--- src/rtl/i2c_regport_pkg.sv ---
package i2c_regport_pkg;
  typedef enum logic [2:0] {
    PH_IDLE,
    PH_ADDR,
    PH_MAP,
    PH_WDATA,
    PH_RDATA,
    PH_SKIP
  } phase_t;

  localparam logic [5:0] DEFAULT_PREFIX = 6'b001000;
  localparam int BYTE_W = 8;
endpackage

--- src/rtl/i2c_regport_sync.sv ---
module i2c_regport_sync #(
  parameter int STAGES = 2
) (
  input  logic clk,
  input  logic rst,
  input  logic scl_i,
  input  logic sda_i,
  output logic sda_s,
  output logic scl_rise,
  output logic scl_fall,
  output logic bus_start,
  output logic bus_stop
);
  logic [STAGES-1:0] scl_pipe;
  logic [STAGES-1:0] sda_pipe;
  logic              scl_q;
  logic              sda_q;
  logic              scl_s;

  always_ff @(posedge clk) begin
    if (rst) begin
      scl_pipe <= '1;
      sda_pipe <= '1;
      scl_q    <= 1'b1;
      sda_q    <= 1'b1;
    end else begin
      scl_pipe <= {scl_pipe[STAGES-2:0], scl_i};
      sda_pipe <= {sda_pipe[STAGES-2:0], sda_i};
      scl_q    <= scl_pipe[STAGES-1];
      sda_q    <= sda_pipe[STAGES-1];
    end
  end

  assign scl_s     = scl_pipe[STAGES-1];
  assign sda_s     = sda_pipe[STAGES-1];
  assign scl_rise  = ~scl_q & scl_s;
  assign scl_fall  = scl_q & ~scl_s;
  assign bus_start = scl_q & scl_s & sda_q & ~sda_s;
  assign bus_stop  = scl_q & scl_s & ~sda_q & sda_s;
endmodule

--- src/rtl/i2c_regport_regs.sv ---
module i2c_regport_regs #(
  parameter int DEPTH  = 16,
  parameter int IDX_W  = $clog2(DEPTH),
  parameter int DATA_W = 8
) (
  input  logic              clk,
  input  logic              we,
  input  logic [IDX_W-1:0]  widx,
  input  logic [DATA_W-1:0] wdata,
  input  logic [IDX_W-1:0]  ridx,
  output logic [DATA_W-1:0] rdata
);
  logic [DATA_W-1:0] mem [DEPTH];

  always_ff @(posedge clk) begin
    if (we) mem[widx] <= wdata;
    rdata <= mem[ridx];
  end
endmodule

--- src/rtl/i2c_regport_ctrl.sv ---
module i2c_regport_ctrl
  import i2c_regport_pkg::*;
#(
  parameter int         IDX_W  = 4,
  parameter logic [5:0] PREFIX = DEFAULT_PREFIX
) (
  input  logic              clk,
  input  logic              rst,
  input  logic              scl_rise,
  input  logic              scl_fall,
  input  logic              bus_start,
  input  logic              bus_stop,
  input  logic              sda_s,
  input  logic              strap_i,
  input  logic [BYTE_W-1:0] rd_data,
  output logic              sda_pd,
  output logic              we,
  output logic [IDX_W-1:0]  widx,
  output logic [BYTE_W-1:0] wdata,
  output logic [IDX_W-1:0]  ptr_idx
);
  phase_t            phase;
  logic [3:0]        bitcnt;
  logic [BYTE_W-1:0] shreg;
  logic [BYTE_W-1:0] txreg;
  logic              rw;
  logic              ptr_incr;
  logic              wr_first;
  logic [2:0]        tx_sel;
  logic              active;
  logic              addr_hit;
  logic              read_load;

  always_comb begin
    tx_sel    = 3'(4'd7 - bitcnt);
    active    = (phase != PH_IDLE) && (phase != PH_SKIP);
    addr_hit  = (shreg[7:1] == {PREFIX, strap_i});
    read_load = (phase == PH_RDATA) || ((phase == PH_ADDR) && rw);
  end

  always_ff @(posedge clk) begin
    if (rst) begin
      phase    <= PH_IDLE;
      bitcnt   <= '0;
      shreg    <= '0;
      txreg    <= '0;
      rw       <= 1'b0;
      ptr_incr <= 1'b0;
      ptr_idx  <= '0;
      wr_first <= 1'b0;
      sda_pd   <= 1'b0;
      we       <= 1'b0;
      widx     <= '0;
      wdata    <= '0;
    end else begin
      we <= 1'b0;
      if (bus_start) begin
        phase  <= PH_ADDR;
        bitcnt <= '0;
        sda_pd <= 1'b0;
      end else if (bus_stop) begin
        phase  <= PH_IDLE;
        bitcnt <= '0;
        sda_pd <= 1'b0;
      end else if (active) begin
        if (scl_rise) begin
          if (bitcnt < 4'd8) shreg <= {shreg[BYTE_W-2:0], sda_s};
          if (bitcnt != 4'd9) bitcnt <= 4'(bitcnt + 4'd1);
        end else if (scl_fall) begin
          if (bitcnt == 4'd8) begin
            case (phase)
              PH_ADDR: begin
                if (addr_hit) begin
                  sda_pd <= 1'b1;
                  rw     <= shreg[0];
                end else begin
                  phase <= PH_SKIP;
                end
              end
              PH_MAP: begin
                ptr_incr <= shreg[7];
                ptr_idx  <= shreg[IDX_W-1:0];
                wr_first <= 1'b1;
                sda_pd   <= 1'b1;
              end
              PH_WDATA: begin
                sda_pd   <= 1'b1;
                wr_first <= 1'b0;
                if (wr_first || ptr_incr) begin
                  we    <= 1'b1;
                  widx  <= ptr_idx;
                  wdata <= shreg;
                  if (ptr_incr) ptr_idx <= IDX_W'(ptr_idx + 1'b1);
                end
              end
              PH_RDATA: begin
                sda_pd <= 1'b0;
                if (ptr_incr) ptr_idx <= IDX_W'(ptr_idx + 1'b1);
              end
              default: ;
            endcase
          end else if (bitcnt == 4'd9) begin
            bitcnt <= '0;
            sda_pd <= 1'b0;
            if (phase == PH_ADDR) phase <= rw ? PH_RDATA : PH_MAP;
            else if (phase == PH_MAP) phase <= PH_WDATA;
            if (read_load) begin
              txreg  <= rd_data;
              sda_pd <= ~rd_data[7];
            end
          end else if ((phase == PH_RDATA) && (bitcnt != 4'd0)) begin
            sda_pd <= ~txreg[tx_sel];
          end
        end
      end
    end
  end
endmodule

--- src/rtl/i2c_regport.sv ---
module i2c_regport
  import i2c_regport_pkg::*;
#(
  parameter int         REG_COUNT   = 16,
  parameter int         SYNC_STAGES = 2,
  parameter logic [5:0] DEV_PREFIX  = DEFAULT_PREFIX
) (
  input  logic clk,
  input  logic rst,
  input  logic scl_i,
  input  logic sda_i,
  input  logic addr_strap_i,
  output logic sda_pd_o
);
  localparam int IDX_W = $clog2(REG_COUNT);

  logic              sda_s;
  logic              scl_rise;
  logic              scl_fall;
  logic              bus_start;
  logic              bus_stop;
  logic              wr_en;
  logic [IDX_W-1:0]  wr_idx;
  logic [BYTE_W-1:0] wr_data;
  logic [IDX_W-1:0]  rd_idx;
  logic [BYTE_W-1:0] rd_data;

  i2c_regport_sync #(.STAGES(SYNC_STAGES)) sync_i (
    .clk       (clk),
    .rst       (rst),
    .scl_i     (scl_i),
    .sda_i     (sda_i),
    .sda_s     (sda_s),
    .scl_rise  (scl_rise),
    .scl_fall  (scl_fall),
    .bus_start (bus_start),
    .bus_stop  (bus_stop)
  );

  i2c_regport_ctrl #(.IDX_W(IDX_W), .PREFIX(DEV_PREFIX)) ctrl_i (
    .clk       (clk),
    .rst       (rst),
    .scl_rise  (scl_rise),
    .scl_fall  (scl_fall),
    .bus_start (bus_start),
    .bus_stop  (bus_stop),
    .sda_s     (sda_s),
    .strap_i   (addr_strap_i),
    .rd_data   (rd_data),
    .sda_pd    (sda_pd_o),
    .we        (wr_en),
    .widx      (wr_idx),
    .wdata     (wr_data),
    .ptr_idx   (rd_idx)
  );

  i2c_regport_regs #(.DEPTH(REG_COUNT), .IDX_W(IDX_W), .DATA_W(BYTE_W)) regs_i (
    .clk   (clk),
    .we    (wr_en),
    .widx  (wr_idx),
    .wdata (wr_data),
    .ridx  (rd_idx),
    .rdata (rd_data)
  );
endmodule

--- config.mk ---
export PLATFORM = sky130hd
export DESIGN_NAME = i2c_regport
export DESIGN_NICKNAME = d
export VERILOG_FILES = /design/src/rtl/i2c_regport_pkg.sv /design/src/rtl/i2c_regport_sync.sv /design/src/rtl/i2c_regport_regs.sv /design/src/rtl/i2c_regport_ctrl.sv /design/src/rtl/i2c_regport.sv
export SDC_FILE = /design/constraint.sdc
export NUM_CORES = 1
export LEC_CHECK = 0
export BUFFER_PORTS_ARGS = -buffer_cell sky130_fd_sc_hd__buf_2
export CAP_MARGIN = 5
export CORE_MARGIN = 2
export CORE_UTILIZATION = 59
export CTS_BUF_LIST = sky130_fd_sc_hd__clkbuf_4 sky130_fd_sc_hd__clkbuf_8
export DETAILED_ROUTE_END_ITERATION = 6
export PLACE_DENSITY = 0.78
export SYNTH_ARGS = -nofsm -noshare
export SYNTH_HDL_FRONTEND = slang
export SYNTH_SLANG_ARGS = --single-unit
--- constraint.sdc ---
create_clock -name clk -period 1.8 [get_ports clk]
set_input_delay 0.09 -clock clk [delete_from_list [all_inputs] [get_ports clk]]
set_output_delay 0.09 -clock clk [all_outputs]
set_load 0.1 [all_outputs]
== Word level (Yosys, flattened, before mapping) ==
Memories as Yosys holds them, arrays and structs flattened. A register that Yosys moved wholly into a read port is not among the register bits.
Index checks and enable logic that the tools add are counted.
Word-level totals
  flip-flop bits (word level): 50
  latch bits: 0
  RAM bits: 128
  ROM bits: 0
  input port bits: 5
  memories kept: 1
Operators by class
  add/subtract/negate cells: 3
  multipliers: 0
  div/mod/pow operators: 0
  magnitude comparators: 2
  eq/ne operators: 21
  shift operators: 0
  mux-type cells: 32
  bitwise logic cells: 20
  reductions and logical operators: 30
Memory list
  regs_i.mem: depth 16, bits a word 8, rd ports 1, clocked after Yosys merged registers in 1, write ports 1, line i2c_regport_regs.sv:13  | logic [DATA_W-1:0] mem [DEPTH];
Operators with widths (number)
  $reduce_and 8->1: 4
  $mux 4: 7
  $reduce_and 7->1: 4
  $mux 3: 7
  $ne 4x4->1 const B: 4
  $reduce_bool 3->1: 5
  $mux 1: 14
  $not 1->1: 13
  $pmux 4 s3: 1
  $reduce_and 5->1: 2
  $ne 3x3->1 const B: 3
  $add 4x1->4 const B: 2
  $eq 4x4->1 const B: 2
  $reduce_bool 2->1: 4
  $reduce_bool 4->1: 2
  $reduce_or 8->1: 1
  $and 1x1->1: 7
  $eq 7x5->1: 1
  $eq 3x2->1 const B: 2
  $ne 2x2->1 const B: 3
  $reduce_and 6->1: 1
  $ne 5x5->1 const B: 1
  $lt 3x4->1 const B: 1
  $lt 4x4->1 const B: 1
  other kinds (12): 16

== Depth between registers and ports, before layout ==
Gate-level depths: netlist of the first run.
  word-level depth: 10
  mapped depth: 8
  depth with buffers taken out: 7

== Cells and area by module ==
Synthesis of the first run repeated with hierarchy kept, for this count alone.
Unflattened totals
  cells, all modules: 484
  area total of the unflattened synthesis: 7568.5 sq um
By module, submodules not included
  i2c_regport_regs: times used 1, cells an instance 229, area an instance 5147.4 sq um
  i2c_regport_ctrl: times used 1, cells an instance 239, area an instance 2230.9 sq um
  i2c_regport_sync: times used 1, cells an instance 16, area an instance 190.2 sq um

== Worst setup path after synthesis of the first run ==
No wires, ideal clock.
  path type: reg2reg
  start point: reg ctrl_i.ptr_idx[0]
  end point: reg regs_i.rdata[0] (read register of regs_i.mem)
  library setup time: 134 ps
  data arrival time: 1745 ps
  data required time: 1666 ps
  path slack: -80 ps
  stages on the path, launching flop included: 5
  cell sequence: dfxtp_1 -> buf_6 -> buf_2 -> mux4_2 -> mux4_2
RTL lines
  start, declared: line i2c_regport_ctrl.sv:20  | output logic [IDX_W-1:0] ptr_idx
  start signal, assigned: line i2c_regport_ctrl.sv:82  | ptr_idx <= shreg[IDX_W-1:0];
  start signal, assigned: line i2c_regport_ctrl.sv:93  | if (ptr_incr) ptr_idx <= IDX_W'(ptr_idx + 1'b1);
  start signal, assigned: line i2c_regport_ctrl.sv:98  | if (ptr_incr) ptr_idx <= IDX_W'(ptr_idx + 1'b1);
  end, declared: line i2c_regport_regs.sv:11  | output logic [DATA_W-1:0] rdata

==> metrics.txt, run 1 <==
# TYPE chip_impl_metric gauge
chip_impl_info{name="outcome",value="complete, no violations"} 1
chip_impl_metric{name="timing.max_cap.violations",unit=""} 0
chip_impl_metric{name="total_i_o_pin_count",unit=""} 6
chip_impl_metric{name="synth.ff_latch_count",unit=""} 186
chip_impl_info{name="min-delay-start",value="rst"} 1
chip_impl_info{name="path_delay_family",value="multiplexers"} 1
chip_impl_metric{name="cp_max_fo",unit=""} 9
chip_impl_metric{name="cp.arrival",unit="ns"} 2.11
chip_impl_metric{name="mappedNetlistArea",unit="um2"} 7530
chip_impl_metric{name="numClockSinks",unit=""} 186
chip_impl_metric{name="detail_route.wl_per_cell",unit="um"} 20.8
chip_impl_info{name="yosysTopAreaCell",value="sky130_fd_sc_hd__edfxtp_1"} 1
chip_impl_metric{name="detailed_route_vias_per_instance",unit=""} 5.84
chip_impl_metric{name="max_clock_freq",unit="GHz"} 0.559
chip_impl_metric{name="synth_sequential_area_ratio",unit="%"} 66.4
chip_impl_metric{name="die_h",unit="um"} 117
chip_impl_metric{name="groute.usage.overall",unit="%"} 22.4
chip_impl_metric{name="drt-pass1-iter-count",unit=""} 5
chip_impl_metric{name="dp.final_hpwl",unit="um"} 9630
chip_impl_metric{name="clockBufferDepth",unit=""} 2
chip_impl_metric{name="power_leakage",unit="nW"} 2.91
chip_impl_info{name="grt_setup_unrepaired",value="true"} 1
chip_impl_info{name="path_common_cell",value="sky130_fd_sc_hd__mux4_2"} 1
chip_impl_info{name="synthFlopType",value="sky130_fd_sc_hd__edfxtp_1"} 1
chip_impl_info{name="reg2reg_from",value="ctrl_i.ptr_idx[0]"} 1
chip_impl_metric{name="slowest_delay",unit="ns"} 0.54
chip_impl_metric{name="n_antenna_cell",unit=""} 0
chip_impl_metric{name="first_global_vias",unit=""} 4056
chip_impl_metric{name="maxSlewHeadroom",unit="%"} 56.6
chip_impl_metric{name="final-max-slew-violation-count",unit=""} 0
chip_impl_metric{name="htree_num_levels",unit=""} 4
chip_impl_metric{name="wire_length_of_the_first_global_routing_pass",unit="um"} 21900
chip_impl_metric{name="synth_top_cell_area_share",unit="%"} 51.0
chip_impl_metric{name="register_clock_pin_slew_on_the_reported_worst_setup_and_hold_paths",unit="ns"} 0.09
chip_impl_metric{name="fp.dieArea",unit="um2"} 13700
chip_impl_info{name="critical_path.startpoint",value="ctrl_i.ptr_idx[0]"} 1
chip_impl_metric{name="design.core.area",unit="um2"} 12600
chip_impl_info{name="worstSetupPathType",value="reg2reg"} 1
chip_impl_info{name="start_kind",value="flip-flop"} 1
chip_impl_metric{name="die_width",unit="um"} 117
chip_impl_metric{name="finalCriticalPeriod",unit="ns"} 1.79
chip_impl_metric{name="area_growth",unit="%"} 13.3
chip_impl_metric{name="port_buffer_cells",unit=""} 5
chip_impl_metric{name="finalCoreUtilization",unit="%"} 67.9
chip_impl_metric{name="power-per-cell-area",unit="nW/um2"} 866
chip_impl_metric{name="post_route_cells_drive_above_1_share",unit="%"} 29.5
chip_impl_metric{name="postRouteWirelength",unit="um"} 14600
chip_impl_metric{name="synth_enable_flop_cells",unit=""} 128
chip_impl_metric{name="irDropWorstVdd",unit="mV"} 0.677
chip_impl_info{name="cts.root.buffer_cell",value="sky130_fd_sc_hd__clkbuf_8"} 1
chip_impl_metric{name="post-route-drc-count",unit=""} 0
chip_impl_metric{name="row_count",unit=""} 41
chip_impl_metric{name="report.power.total",unit="mW"} 7.39
chip_impl_metric{name="finClkSkew",unit="ns"} 0.0120
chip_impl_metric{name="max_slew.worst_pin.slew",unit="ns"} 0.649
chip_impl_info{name="tritoncts_clock_tree",value="yes"} 1
chip_impl_metric{name="tritoncts.num_buffers",unit=""} 17
chip_impl_metric{name="drt_first_iter_violations",unit=""} 358
chip_impl_metric{name="required",unit="ns"} 2.12
chip_impl_metric{name="globalplace.congestion",unit=""} 0.837
chip_impl_info{name="synth_area_leaders",value="sky130_fd_sc_hd__edfxtp_1 51%, sky130_fd_sc_hd__dfxtp_1 15%, sky130_fd_sc_hd__mux4_2 12%"} 1
chip_impl_metric{name="final_net_count",unit=""} 524
chip_impl_metric{name="initial_core_utilization",unit="%"} 60.0
chip_impl_metric{name="grt_start_max_net_pins",unit=""} 37
chip_impl_metric{name="ant_nets",unit=""} 0
chip_impl_metric{name="critical_path.n_buffers_inverters",unit=""} 1
chip_impl_info{name="worstHoldPathType",value="in2reg"} 1
chip_impl_metric{name="finalHoldViolCount",unit=""} 0
chip_impl_metric{name="clock_latency",unit="ns"} 0.45
chip_impl_metric{name="number_of_antenna_violations_at_the_first_check_in_global_routing",unit=""} 0
chip_impl_metric{name="finalSetupViolations",unit=""} 0
chip_impl_metric{name="residual_overflow_from_global_routing",unit=""} 0
chip_impl_metric{name="yosys_warning_count",unit=""} 0
chip_impl_metric{name="synth-async-reset-ratio",unit="%"} 0
chip_impl_metric{name="synth_fp_nets",unit=""} 474
chip_impl_metric{name="post_synth_num_cell_types",unit=""} 51
chip_impl_metric{name="synthesis.instances",unit=""} 465
chip_impl_metric{name="layout_worst_path_cycle_share",unit="%"} 99.4
chip_impl_info{name="end_kind",value="flip-flop"} 1
chip_impl_info{name="slowest_cell_on_the_critical_path",value="sky130_fd_sc_hd__mux4_2"} 1
chip_impl_metric{name="route.vias.total",unit=""} 4088
chip_impl_info{name="critical_path.cell_chain",value="buf_12 -> mux4_2 -> mux4_2"} 1
chip_impl_metric{name="synth_area_per_cell",unit="um2"} 16.2
-- logic make-up after synthesis --
logic type	after synthesis	synth area share, %
flops	186	66.4
xor+xnor	4	0.465
fa+ha+maj	4	0.664
buf+inv	30	2.69
simple gates	124	8.92
compound gates	41	3.67
mux	76	17.2
-- cell usage in the layout (no fill, tap or decap), types with 3 or more instances in the layout --
cell type / n
sky130_fd_sc_hd__edfxtp_1: 128
sky130_fd_sc_hd__nor2_1: 57
sky130_fd_sc_hd__dfxtp_1: 52
sky130_fd_sc_hd__buf_4: 42
sky130_fd_sc_hd__mux4_2: 40
sky130_fd_sc_hd__mux2i_1: 33
sky130_fd_sc_hd__clkbuf_8: 17
sky130_fd_sc_hd__a21oi_1: 12
sky130_fd_sc_hd__nand3b_1: 8
sky130_fd_sc_hd__nor3_1: 7
sky130_fd_sc_hd__nor2b_1: 7
sky130_fd_sc_hd__nand2_1: 6
sky130_fd_sc_hd__nand3_1: 6
sky130_fd_sc_hd__or2_2: 6
sky130_fd_sc_hd__o21ai_0: 6
sky130_fd_sc_hd__clkinvlp_4: 5
sky130_fd_sc_hd__buf_2: 5
sky130_fd_sc_hd__buf_12: 5
sky130_fd_sc_hd__nand2b_1: 4
sky130_fd_sc_hd__inv_1: 4
sky130_fd_sc_hd__nand4_1: 4
sky130_fd_sc_hd__o31ai_1: 4
sky130_fd_sc_hd__ha_1: 4
sky130_fd_sc_hd__dfxtp_2: 4
sky130_fd_sc_hd__xnor2_1: 3
sky130_fd_sc_hd__a211oi_1: 3
sky130_fd_sc_hd__clkbuf_4: 3
sky130_fd_sc_hd__bufinv_16: 3
-- synth_stat cells (all sizes together), types with 5 or more instances --
library cell / n
or2: 6
nor2: 57
nor3: 10
dfxtp: 58
mux2i: 34
nor2b: 8
nand3: 6
buf: 12
mux4: 42
o31ai: 5
nand2: 6
edfxtp: 128
a21oi: 14
clkbuf: 14
nand3b: 8
o21ai: 6
-- state kept, by name, summed over array words and instances, names as in the netlist --
| register | flops |
|---|---|
| ctrl_i.shreg | 8 |
| ctrl_i.wdata | 8 |
| sync_i.scl_pipe | 2 |
| ctrl_i.ptr_idx | 4 |
| ctrl_i.ptr_incr | 1 |
| ctrl_i.sda_pd | 1 |
| ctrl_i.txreg | 8 |
| ctrl_i.phase | 3 |
| regs_i.mem | 128 |
| ctrl_i.rw | 1 |
| sync_i.scl_q | 1 |
| ctrl_i.wr_first | 1 |
| regs_i.rdata | 8 |
| sync_i.sda_pipe | 2 |
| ctrl_i.we | 1 |
| ctrl_i.widx | 4 |
| ctrl_i.bitcnt | 4 |
| sync_i.sda_q | 1 |
-- metal layers --
layer / vias to the layer above / part of all wire [%] / wire (um) / GRT usage [%]
li1: 1893 / - / - / -
met1: 2064 / 41 / 5970 / 29.9
met2: 109 / 52 / 7630 / 35.8
met3: 22 / 4.3 / 624 / 4.89
met4: 0 / 2.4 / 346 / 10.4
met5: - / 0 / 0 / 0
-- report_power, final --
part           internal, mW  switching [mW]  total (mW)
Combinational        0.0324          0.0481      0.0805
Clock                  1.41            1.39        2.80
Sequential             4.51         0.00431        4.51
-- worst paths after layout --
path	endpoint	slack, ns	depth (start not counted)
hold reg to reg	sync_i.scl_pipe[1]	0.42	1
setup reg to reg	regs_i.rdata[2]	0.01	3
hold / removal	ctrl_i.shreg[0]	0.07	2
setup / recovery	regs_i.rdata[2]	0.01	3
-- final cells by class --
cell class,instances,area [um2]
tap,172,215
timing repair buffer,57,522
sequential,186,5020
multi-input combinational,249,2360
inverter,4,15.0
clock buffer,20,256
clock inverter,12,149
fill,813,4030
-- what timing repair did --
action,in CTS,in global routing
endpoints found under the hold margin,2,0
gates cloned,0,2
resized for setup,1,14
buffers inserted,0,0
endpoints found under the setup margin,9,31
pin swaps,0,4
hold buffers,2,0
-- through the flow --
stage                     cells  setup WS, ns  cell area [um2]  hold slack (ns)  setup TNS (ns)
after global placement      664        0.0162             8020            0.273               0
after floorplan             465        0.0137             7550            0.194               0
final                       700        0.0104             8540           0.0683               0
after global routing        700       -0.0473             8540           0.0694          -0.154
after CTS                   698       0.00615             8440           0.0502               0
after detailed placement    664       -0.0202             8020            0.276         -0.0507
(Power assumes the default switching activity.)
==> run 2: changes to the inputs <==
--- a/config.mk
+++ b/config.mk
@@ -5,13 +5,13 @@
 export SDC_FILE = /design/constraint.sdc
 export NUM_CORES = 1
 export LEC_CHECK = 0
-export BUFFER_PORTS_ARGS = -buffer_cell sky130_fd_sc_hd__buf_2
 export CAP_MARGIN = 5
 export CORE_MARGIN = 2
-export CORE_UTILIZATION = 59
+export CORE_UTILIZATION = 38
 export CTS_BUF_LIST = sky130_fd_sc_hd__clkbuf_4 sky130_fd_sc_hd__clkbuf_8
 export DETAILED_ROUTE_END_ITERATION = 6
-export PLACE_DENSITY = 0.78
+export DONT_BUFFER_PORTS = 1
+export SETUP_SLACK_MARGIN = 0.05
 export SYNTH_ARGS = -nofsm -noshare
 export SYNTH_HDL_FRONTEND = slang
 export SYNTH_SLANG_ARGS = --single-unit
==> run 2 against run 1 <==
- clock skew grew 0.012 ns
- non-clock buffer count rose by 1
- via count down 1.0%
- critical endpoint is now regs_i.rdata[3]
- wire length grew 2.6%
- critical path depth did not move
- register-to-register slack better by 0.04 ns
- critical path type unchanged
- total power decreased by 3.3%
==> metrics.txt, run 2 (synthesized netlist as in run 1, its figures left out) <==
# TYPE chip_impl_metric gauge
chip_impl_info{name="outcome",value="complete, no violations"} 1
chip_impl_metric{name="final-max-slew-violation-count",unit=""} 0
chip_impl_metric{name="route.vias.total",unit=""} 4046
chip_impl_metric{name="final-seq-area",unit="um2"} 5020
chip_impl_info{name="mostFrequentLayoutCells",value="128 x sky130_fd_sc_hd__edfxtp_1, 57 x sky130_fd_sc_hd__nor2_1, 53 x sky130_fd_sc_hd__dfxtp_1"} 1
chip_impl_metric{name="final.setup.tns",unit="ns"} 0
chip_impl_metric{name="detailed_place.area",unit="um2"} 8130
chip_impl_metric{name="port_buffer_cells",unit=""} 0
chip_impl_metric{name="finalHoldViolCount",unit=""} 0
chip_impl_metric{name="residual_overflow_from_global_routing",unit=""} 0
chip_impl_metric{name="grt_start_max_net_pins",unit=""} 47
chip_impl_metric{name="area_growth",unit="%"} 15.6
chip_impl_metric{name="n_antenna_cell",unit=""} 0
chip_impl_metric{name="design.core.area",unit="um2"} 19500
chip_impl_metric{name="regToRegSetupSlack",unit="ns"} 0.05
chip_impl_metric{name="timing.max_cap.violations",unit=""} 0
chip_impl_metric{name="timing.reg2reg.worst_path_depth",unit=""} 3
chip_impl_metric{name="finalCoreUtilization",unit="%"} 44.8
chip_impl_metric{name="ant_nets",unit=""} 0
chip_impl_info{name="critical_path.reg2reg.endpoint",value="regs_i.rdata[3]"} 1
chip_impl_metric{name="detail_route.wl_per_cell",unit="um"} 18.8
chip_impl_metric{name="first_global_vias",unit=""} 4002
chip_impl_info{name="end_kind",value="flip-flop"} 1
chip_impl_metric{name="die_h",unit="um"} 145
chip_impl_metric{name="power_leakage",unit="nW"} 2.94
chip_impl_metric{name="maxSlewHeadroom",unit="%"} 60.3
chip_impl_metric{name="design_area",unit="um2"} 8710
chip_impl_info{name="top_register",value="regs_i.mem"} 1
chip_impl_metric{name="finish.cell_count_without_fillers",unit=""} 794
chip_impl_metric{name="multi_input_area",unit="um2"} 2430
chip_impl_metric{name="drt_first_iter_violations",unit=""} 308
chip_impl_metric{name="final_hold_slack",unit="ns"} 0.0919
chip_impl_metric{name="num-fill-cells",unit=""} 1680
chip_impl_metric{name="dp.final_hpwl",unit="um"} 9740
chip_impl_info{name="reg2reg_from",value="ctrl_i.ptr_idx[0]"} 1
chip_impl_info{name="tritoncts_clock_tree",value="yes"} 1
chip_impl_metric{name="number_of_antenna_violations_at_the_first_check_in_global_routing",unit=""} 0
chip_impl_metric{name="groute.usage.overall",unit="%"} 15.2
chip_impl_metric{name="total_i_o_pin_count",unit=""} 6
chip_impl_metric{name="max_clock_freq",unit="GHz"} 0.572
chip_impl_metric{name="cp_max_fo",unit=""} 8
chip_impl_metric{name="finalSetupViolations",unit=""} 0
chip_impl_info{name="worstHoldPathType",value="in2reg"} 1
chip_impl_metric{name="initial_core_utilization",unit="%"} 38.7
chip_impl_metric{name="fp.dieArea",unit="um2"} 21000
chip_impl_metric{name="numClockSinks",unit=""} 186
chip_impl_metric{name="clockBufferDepth",unit=""} 2
chip_impl_metric{name="row_count",unit=""} 51
chip_impl_metric{name="htree_num_levels",unit=""} 4
chip_impl_metric{name="post-route-drc-count",unit=""} 0
chip_impl_metric{name="layout_worst_path_cycle_share",unit="%"} 97.1
chip_impl_info{name="grt_setup_unrepaired",value="true"} 1
chip_impl_metric{name="timing.hold.worst_path_depth",unit=""} 4
chip_impl_metric{name="report.power.total",unit="mW"} 7.15
chip_impl_metric{name="max_slew.worst_pin.slew",unit="ns"} 0.595
chip_impl_info{name="min_delay_worst_endpoint",value="ctrl_i.sda_pd"} 1
chip_impl_metric{name="globalplace.congestion",unit=""} 0.859
chip_impl_metric{name="place.detailed.instances",unit=""} 755
chip_impl_metric{name="post_route_cells_drive_above_1_share",unit="%"} 30.8
chip_impl_metric{name="cp.arrival",unit="ns"} 2.07
chip_impl_metric{name="timing.final.ws_setup",unit="ns"} 0.0529
chip_impl_metric{name="register_clock_pin_slew_on_the_reported_worst_setup_and_hold_paths",unit="ns"} 0.10
chip_impl_metric{name="wire_length_of_the_first_global_routing_pass",unit="um"} 23400
chip_impl_metric{name="irDropWorstVdd",unit="mV"} 0.471
chip_impl_info{name="min-delay-start",value="addr_strap_i"} 1
chip_impl_metric{name="finalCriticalPeriod",unit="ns"} 1.75
chip_impl_metric{name="finClkSkew",unit="ns"} 0.0239
chip_impl_info{name="start_kind",value="flip-flop"} 1
chip_impl_metric{name="detailed_route_vias_per_instance",unit=""} 5.10
chip_impl_metric{name="postRouteWirelength",unit="um"} 14900
chip_impl_metric{name="largest_register_ff_count",unit=""} 128
chip_impl_metric{name="die_width",unit="um"} 145
chip_impl_metric{name="tritoncts.num_buffers",unit=""} 17
chip_impl_metric{name="power-per-cell-area",unit="nW/um2"} 820
chip_impl_metric{name="dpl_worst_slack",unit="ns"} 0.0248
chip_impl_info{name="final_common_cell",value="sky130_fd_sc_hd__edfxtp_1"} 1
chip_impl_metric{name="final_net_count",unit=""} 525
chip_impl_metric{name="required",unit="ns"} 2.13
chip_impl_info{name="cts.root.buffer_cell",value="sky130_fd_sc_hd__clkbuf_8"} 1
chip_impl_metric{name="drt-pass1-iter-count",unit=""} 5
chip_impl_info{name="worstSetupPathType",value="reg2reg"} 1
chip_impl_metric{name="clock_latency",unit="ns"} 0.47
==> run 2: cell count changes in the layout (fill, tap and decap cells not counted), sizes merged <==
| cell | previous run | this run |
|---|---|---|
| inv | 5 | 11 |
| bufinv | 3 | 0 |
| clkinvlp | 5 | 3 |
| clkinv | 3 | 2 |
| dlygate4sd3 | 2 | 3 |
==> run 2: power by group <==
part | switching [mW] | total (mW) | internal (mW)
Sequential | 0.00392 | 4.51 | 4.51
Clock | 1.51 | 2.55 | 1.04
Combinational | 0.0481 | 0.0831 | 0.0349
Total | 1.57 | 7.15 | 5.58
==> run 2: layer usage <==
metal / routed length, um / track usage, % / vias to the layer above
met3: 458 / 3.82 / 11
met4: 153 / 4.39 / 0
met2: 7460 / 24.9 / 57
met5: 0 / 0 / -
li1: - / - / 1905
met1: 6860 / 20.2 / 2073
==> run 2: how the worst max path moves through the flow <==
stage	from	to	depth (start not counted)
2_1_floorplan	ctrl_i.bitcnt[1]	ctrl_i.wdata[0]	7
3_5_place_dp	ctrl_i.bitcnt[0]	ctrl_i.phase[0]	6
6_report	ctrl_i.ptr_idx[0]	regs_i.rdata[3]	3
5_1_grt	ctrl_i.ptr_idx[0]	regs_i.rdata[3]	3
3_3_place_gp	ctrl_i.bitcnt[0]	ctrl_i.phase[0]	6
4_1_cts	ctrl_i.ptr_idx[0]	regs_i.rdata[7]	3
==> run 2: worst max-delay path, stage by stage, from the launching register on <==
cell and delay, ns:
sky130_fd_sc_hd__dfxtp_4 0.44, sky130_fd_sc_hd__buf_12 0.16, sky130_fd_sc_hd__mux4_2 0.52, sky130_fd_sc_hd__mux4_2 0.50
==> run 2: final cells by class <==
cell class	instances	area share [%]
tap	265	3.81
clock inverter	12	1.19
multi-input combinational	249	27.9
timing repair buffer	58	6.43
clock buffer	20	2.94
inverter	4	0.172
sequential	186	57.6
==> run 2: timing repair <==
| action | CTS | global route |
|---|---|---|
| resized for setup | 2 | 26 |
| setup endpoints to repair | 8 | 44 |
| hold buffers | 4 | 0 |
| setup buffers | 0 | 2 |
| gates cloned | 0 | 2 |
| pin swaps | 1 | 6 |
| hold endpoints to repair | 49 | 0 |
==> run 3: changes to the inputs <==
--- a/config.mk
+++ b/config.mk
@@ -7,7 +7,7 @@
 export LEC_CHECK = 0
 export CAP_MARGIN = 5
 export CORE_MARGIN = 2
-export CORE_UTILIZATION = 38
+export CORE_UTILIZATION = 45
 export CTS_BUF_LIST = sky130_fd_sc_hd__clkbuf_4 sky130_fd_sc_hd__clkbuf_8
 export DETAILED_ROUTE_END_ITERATION = 6
 export DONT_BUFFER_PORTS = 1
==> run 3 against run 2 <==
- clock power increased by 22%
- count of clock-buffer cells in the layout shrank 3
- sequential power is essentially flat
- non-clock buffer count increased by 4
- combinational power up 4.2%
- highest routed layer unchanged
- critical path depth stayed put
- worst hold slack got worse by 0.017 ns
- sequential share of layout area shrank 0.58 points
- largest power group unchanged
- global-route usage rose by 3.3 points
- die area shrank 15%
==> metrics.txt, run 3 (synthesized netlist as in run 1, its figures left out) <==
# TYPE chip_impl_metric gauge
chip_impl_metric{name="critical_path.n_buffers_inverters",unit=""} 1
chip_impl_metric{name="final_hold_slack",unit="ns"} 0.0749
chip_impl_metric{name="clockBufferDepth",unit=""} 2
chip_impl_info{name="min_delay_worst_endpoint",value="ctrl_i.sda_pd"} 1
chip_impl_metric{name="power_frac_clock",unit="%"} 40.5
chip_impl_metric{name="residual_overflow_from_global_routing",unit=""} 0
chip_impl_metric{name="detailed_route_vias_per_instance",unit=""} 5.53
chip_impl_metric{name="number_of_antenna_violations_at_the_first_check_in_global_routing",unit=""} 0
chip_impl_metric{name="slowest_delay",unit="ns"} 0.56
chip_impl_metric{name="row_count",unit=""} 47
chip_impl_metric{name="initial_core_utilization",unit="%"} 45.8
chip_impl_info{name="mostFrequentLayoutCells",value="128 x sky130_fd_sc_hd__edfxtp_1, 57 x sky130_fd_sc_hd__nor2_1, 52 x sky130_fd_sc_hd__dfxtp_1"} 1
chip_impl_metric{name="numClockSinks",unit=""} 186
chip_impl_metric{name="regToRegSetupSlack",unit="ns"} 0.03
chip_impl_info{name="cts.root.buffer_cell",value="sky130_fd_sc_hd__clkbuf_8"} 1
chip_impl_info{name="slowest_cell_on_the_critical_path",value="sky130_fd_sc_hd__mux4_2"} 1
chip_impl_info{name="outcome",value="complete, no violations"} 1
chip_impl_metric{name="port_buffer_cells",unit=""} 0
chip_impl_metric{name="route.vias.total",unit=""} 4162
chip_impl_metric{name="grt_start_max_net_pins",unit=""} 47
chip_impl_metric{name="design.core.area",unit="um2"} 16500
chip_impl_info{name="top_register",value="regs_i.mem"} 1
chip_impl_metric{name="cp_max_fo",unit=""} 10
chip_impl_metric{name="ant_nets",unit=""} 0
chip_impl_metric{name="finalSetupViolations",unit=""} 0
chip_impl_metric{name="cp.arrival",unit="ns"} 2.11
chip_impl_metric{name="final-max-slew-violation-count",unit=""} 0
chip_impl_metric{name="die_width",unit="um"} 133
chip_impl_metric{name="power.share.combinational",unit="%"} 1.1
chip_impl_metric{name="finClkSkew",unit="ns"} 0.0152
chip_impl_metric{name="max_clock_freq",unit="GHz"} 0.566
chip_impl_info{name="end_kind",value="flip-flop"} 1
chip_impl_metric{name="post-route-drc-count",unit=""} 0
chip_impl_metric{name="finalHoldViolCount",unit=""} 0
chip_impl_metric{name="groute.usage.overall",unit="%"} 18.5
chip_impl_metric{name="pwr-share-seq",unit="%"} 58.4
chip_impl_metric{name="htree_num_levels",unit=""} 4
chip_impl_metric{name="first_global_vias",unit=""} 4162
chip_impl_metric{name="drt_first_iter_violations",unit=""} 266
chip_impl_metric{name="final_net_count",unit=""} 529
chip_impl_info{name="final_common_cell",value="sky130_fd_sc_hd__edfxtp_1"} 1
chip_impl_metric{name="timing.hold.worst_path_depth",unit=""} 4
chip_impl_metric{name="layout_worst_path_cycle_share",unit="%"} 98.2
chip_impl_metric{name="max_slew.worst_pin.slew",unit="ns"} 0.599
chip_impl_metric{name="post_route_cells_drive_above_1_share",unit="%"} 32.5
chip_impl_metric{name="fp.dieArea",unit="um2"} 17800
chip_impl_info{name="min-delay-start",value="addr_strap_i"} 1
chip_impl_info{name="worstHoldPathType",value="in2reg"} 1
chip_impl_metric{name="report.power.total",unit="mW"} 7.72
chip_impl_metric{name="area_growth",unit="%"} 16.9
chip_impl_metric{name="irDropWorstVdd",unit="mV"} 0.639
chip_impl_info{name="tritoncts_clock_tree",value="yes"} 1
chip_impl_metric{name="finalCriticalPeriod",unit="ns"} 1.77
chip_impl_info{name="critical_path.reg2reg.endpoint",value="regs_i.rdata[0]"} 1
chip_impl_metric{name="dp.final_hpwl",unit="um"} 10100
chip_impl_metric{name="die_h",unit="um"} 133
chip_impl_info{name="path_delay_family",value="multiplexers"} 1
chip_impl_metric{name="power_leakage",unit="nW"} 2.99
chip_impl_metric{name="register_clock_pin_slew_on_the_reported_worst_setup_and_hold_paths",unit="ns"} 0.10
chip_impl_metric{name="cell_internal_pwr",unit="mW"} 6.19
chip_impl_info{name="start_kind",value="flip-flop"} 1
chip_impl_metric{name="drt-pass1-iter-count",unit=""} 6
chip_impl_metric{name="wire_length_of_the_first_global_routing_pass",unit="um"} 24000
chip_impl_metric{name="total_i_o_pin_count",unit=""} 6
chip_impl_info{name="critical_path.cell_chain",value="buf_12 -> mux4_2 -> mux4_2"} 1
chip_impl_metric{name="detail_route.wl_per_cell",unit="um"} 21.2
chip_impl_metric{name="tritoncts.num_buffers",unit=""} 17
chip_impl_metric{name="timing.reg2reg.worst_path_depth",unit=""} 3
chip_impl_metric{name="n_antenna_cell",unit=""} 0
chip_impl_metric{name="required",unit="ns"} 2.15
chip_impl_metric{name="timing.max_cap.violations",unit=""} 0
chip_impl_metric{name="postRouteWirelength",unit="um"} 15900
chip_impl_metric{name="power-per-cell-area",unit="nW/um2"} 877
chip_impl_info{name="grt_setup_unrepaired",value="true"} 1
chip_impl_metric{name="clock_latency",unit="ns"} 0.47
chip_impl_metric{name="globalplace.congestion",unit=""} 0.827
chip_impl_metric{name="largest_register_ff_count",unit=""} 128
chip_impl_metric{name="switching_share_of_power",unit="%"} 19.8
chip_impl_info{name="worstSetupPathType",value="reg2reg"} 1
chip_impl_info{name="reg2reg_from",value="ctrl_i.ptr_idx[0]"} 1
chip_impl_metric{name="maxSlewHeadroom",unit="%"} 60.0
chip_impl_metric{name="net-switching-power",unit="mW"} 1.53
chip_impl_info{name="path_common_cell",value="sky130_fd_sc_hd__mux4_2"} 1
==> run 3: changes by cell type in the layout (fill, tap and decap cells not counted), sizes merged <==
cell	change
clkinvlp	-1
clkbuf	-3
buf	+4
bufinv	+5
clkinv	+4
inv	-5
==> run 3: per-stage QoR <==
stage	setup TNS, ns	util, %	instances	setup WS (ns)	instance area, um2
2_1_floorplan	0	-	465	0.0142	7560
3_3_place_gp	0	49.3	713	0.00313	8110
3_5_place_dp	-0.0425	49.3	713	-0.0333	8110
4_1_cts	0	52.5	749	0.0309	8650
5_1_grt	0	53.5	753	0.00273	8800
6_report	0	53.5	753	0.0333	8800
==> run 3: metal layers <==
| metal | routed length (um) | global-route usage [%] |
|---|---|---|
| met1 | 6860 | 23.4 |
| met2 | 8440 | 32.5 |
| met3 | 424 | 3.42 |
| met4 | 206 | 6.03 |
| met5 | 0 | 0 |
==> run 3: layout make-up <==
type                       instances  area [um2]
clock buffer                      17         234
sequential                       186        5020
fill                            1357        7660
clock inverter                    15         220
multi-input combinational        249        2430
inverter                           4        15.0
tap                              220         275
timing repair buffer              62         608
==> run 3: worst max-delay path by stage <==
| stage | startpoint | cells after the start | end | slack [ns] |
|---|---|---|---|---|
| global route | ctrl_i.ptr_idx[0] | 3 | regs_i.rdata[0] | 0.003 |
| finish | ctrl_i.ptr_idx[0] | 3 | regs_i.rdata[0] | 0.03 |
| floorplan | ctrl_i.bitcnt[1] | 7 | ctrl_i.wdata[0] | 0.01 |
| CTS | ctrl_i.ptr_idx[0] | 3 | regs_i.rdata[0] | 0.03 |
| global placement | ctrl_i.bitcnt[0] | 4 | ctrl_i.we | 0.003 |
| detailed placement | ctrl_i.bitcnt[0] | 4 | ctrl_i.we | -0.03 |
==> run 3: worst min-delay path, cell delays in order <==
cell and delay [ns]:
sky130_fd_sc_hd__xnor2_1 0.07, sky130_fd_sc_hd__nand4_1 0.14, sky130_fd_sc_hd__a211oi_2 0.09, sky130_fd_sc_hd__mux2i_1 0.11
==> run 3: repair_timing <==
action	in CTS	in global routing
setup endpoints to repair	9	47
buffers inserted	1	2
hold buffers	4	0
cloned	0	2
gates resized for setup	8	28
pin swaps	3	5
endpoints found under the hold margin	49	0
==> run 3: power by group through the flow <==
stage	registers [mW]	clock network [mW]	logic (mW)
2_1_floorplan	4.61	0	0.0562
3_3_place_gp	4.61	0	0.0540
3_5_place_dp	4.61	0	0.0546
4_1_cts	4.51	3.20	0.0811
5_1_grt	4.51	3.37	0.0932
6_report	4.51	3.12	0.0866
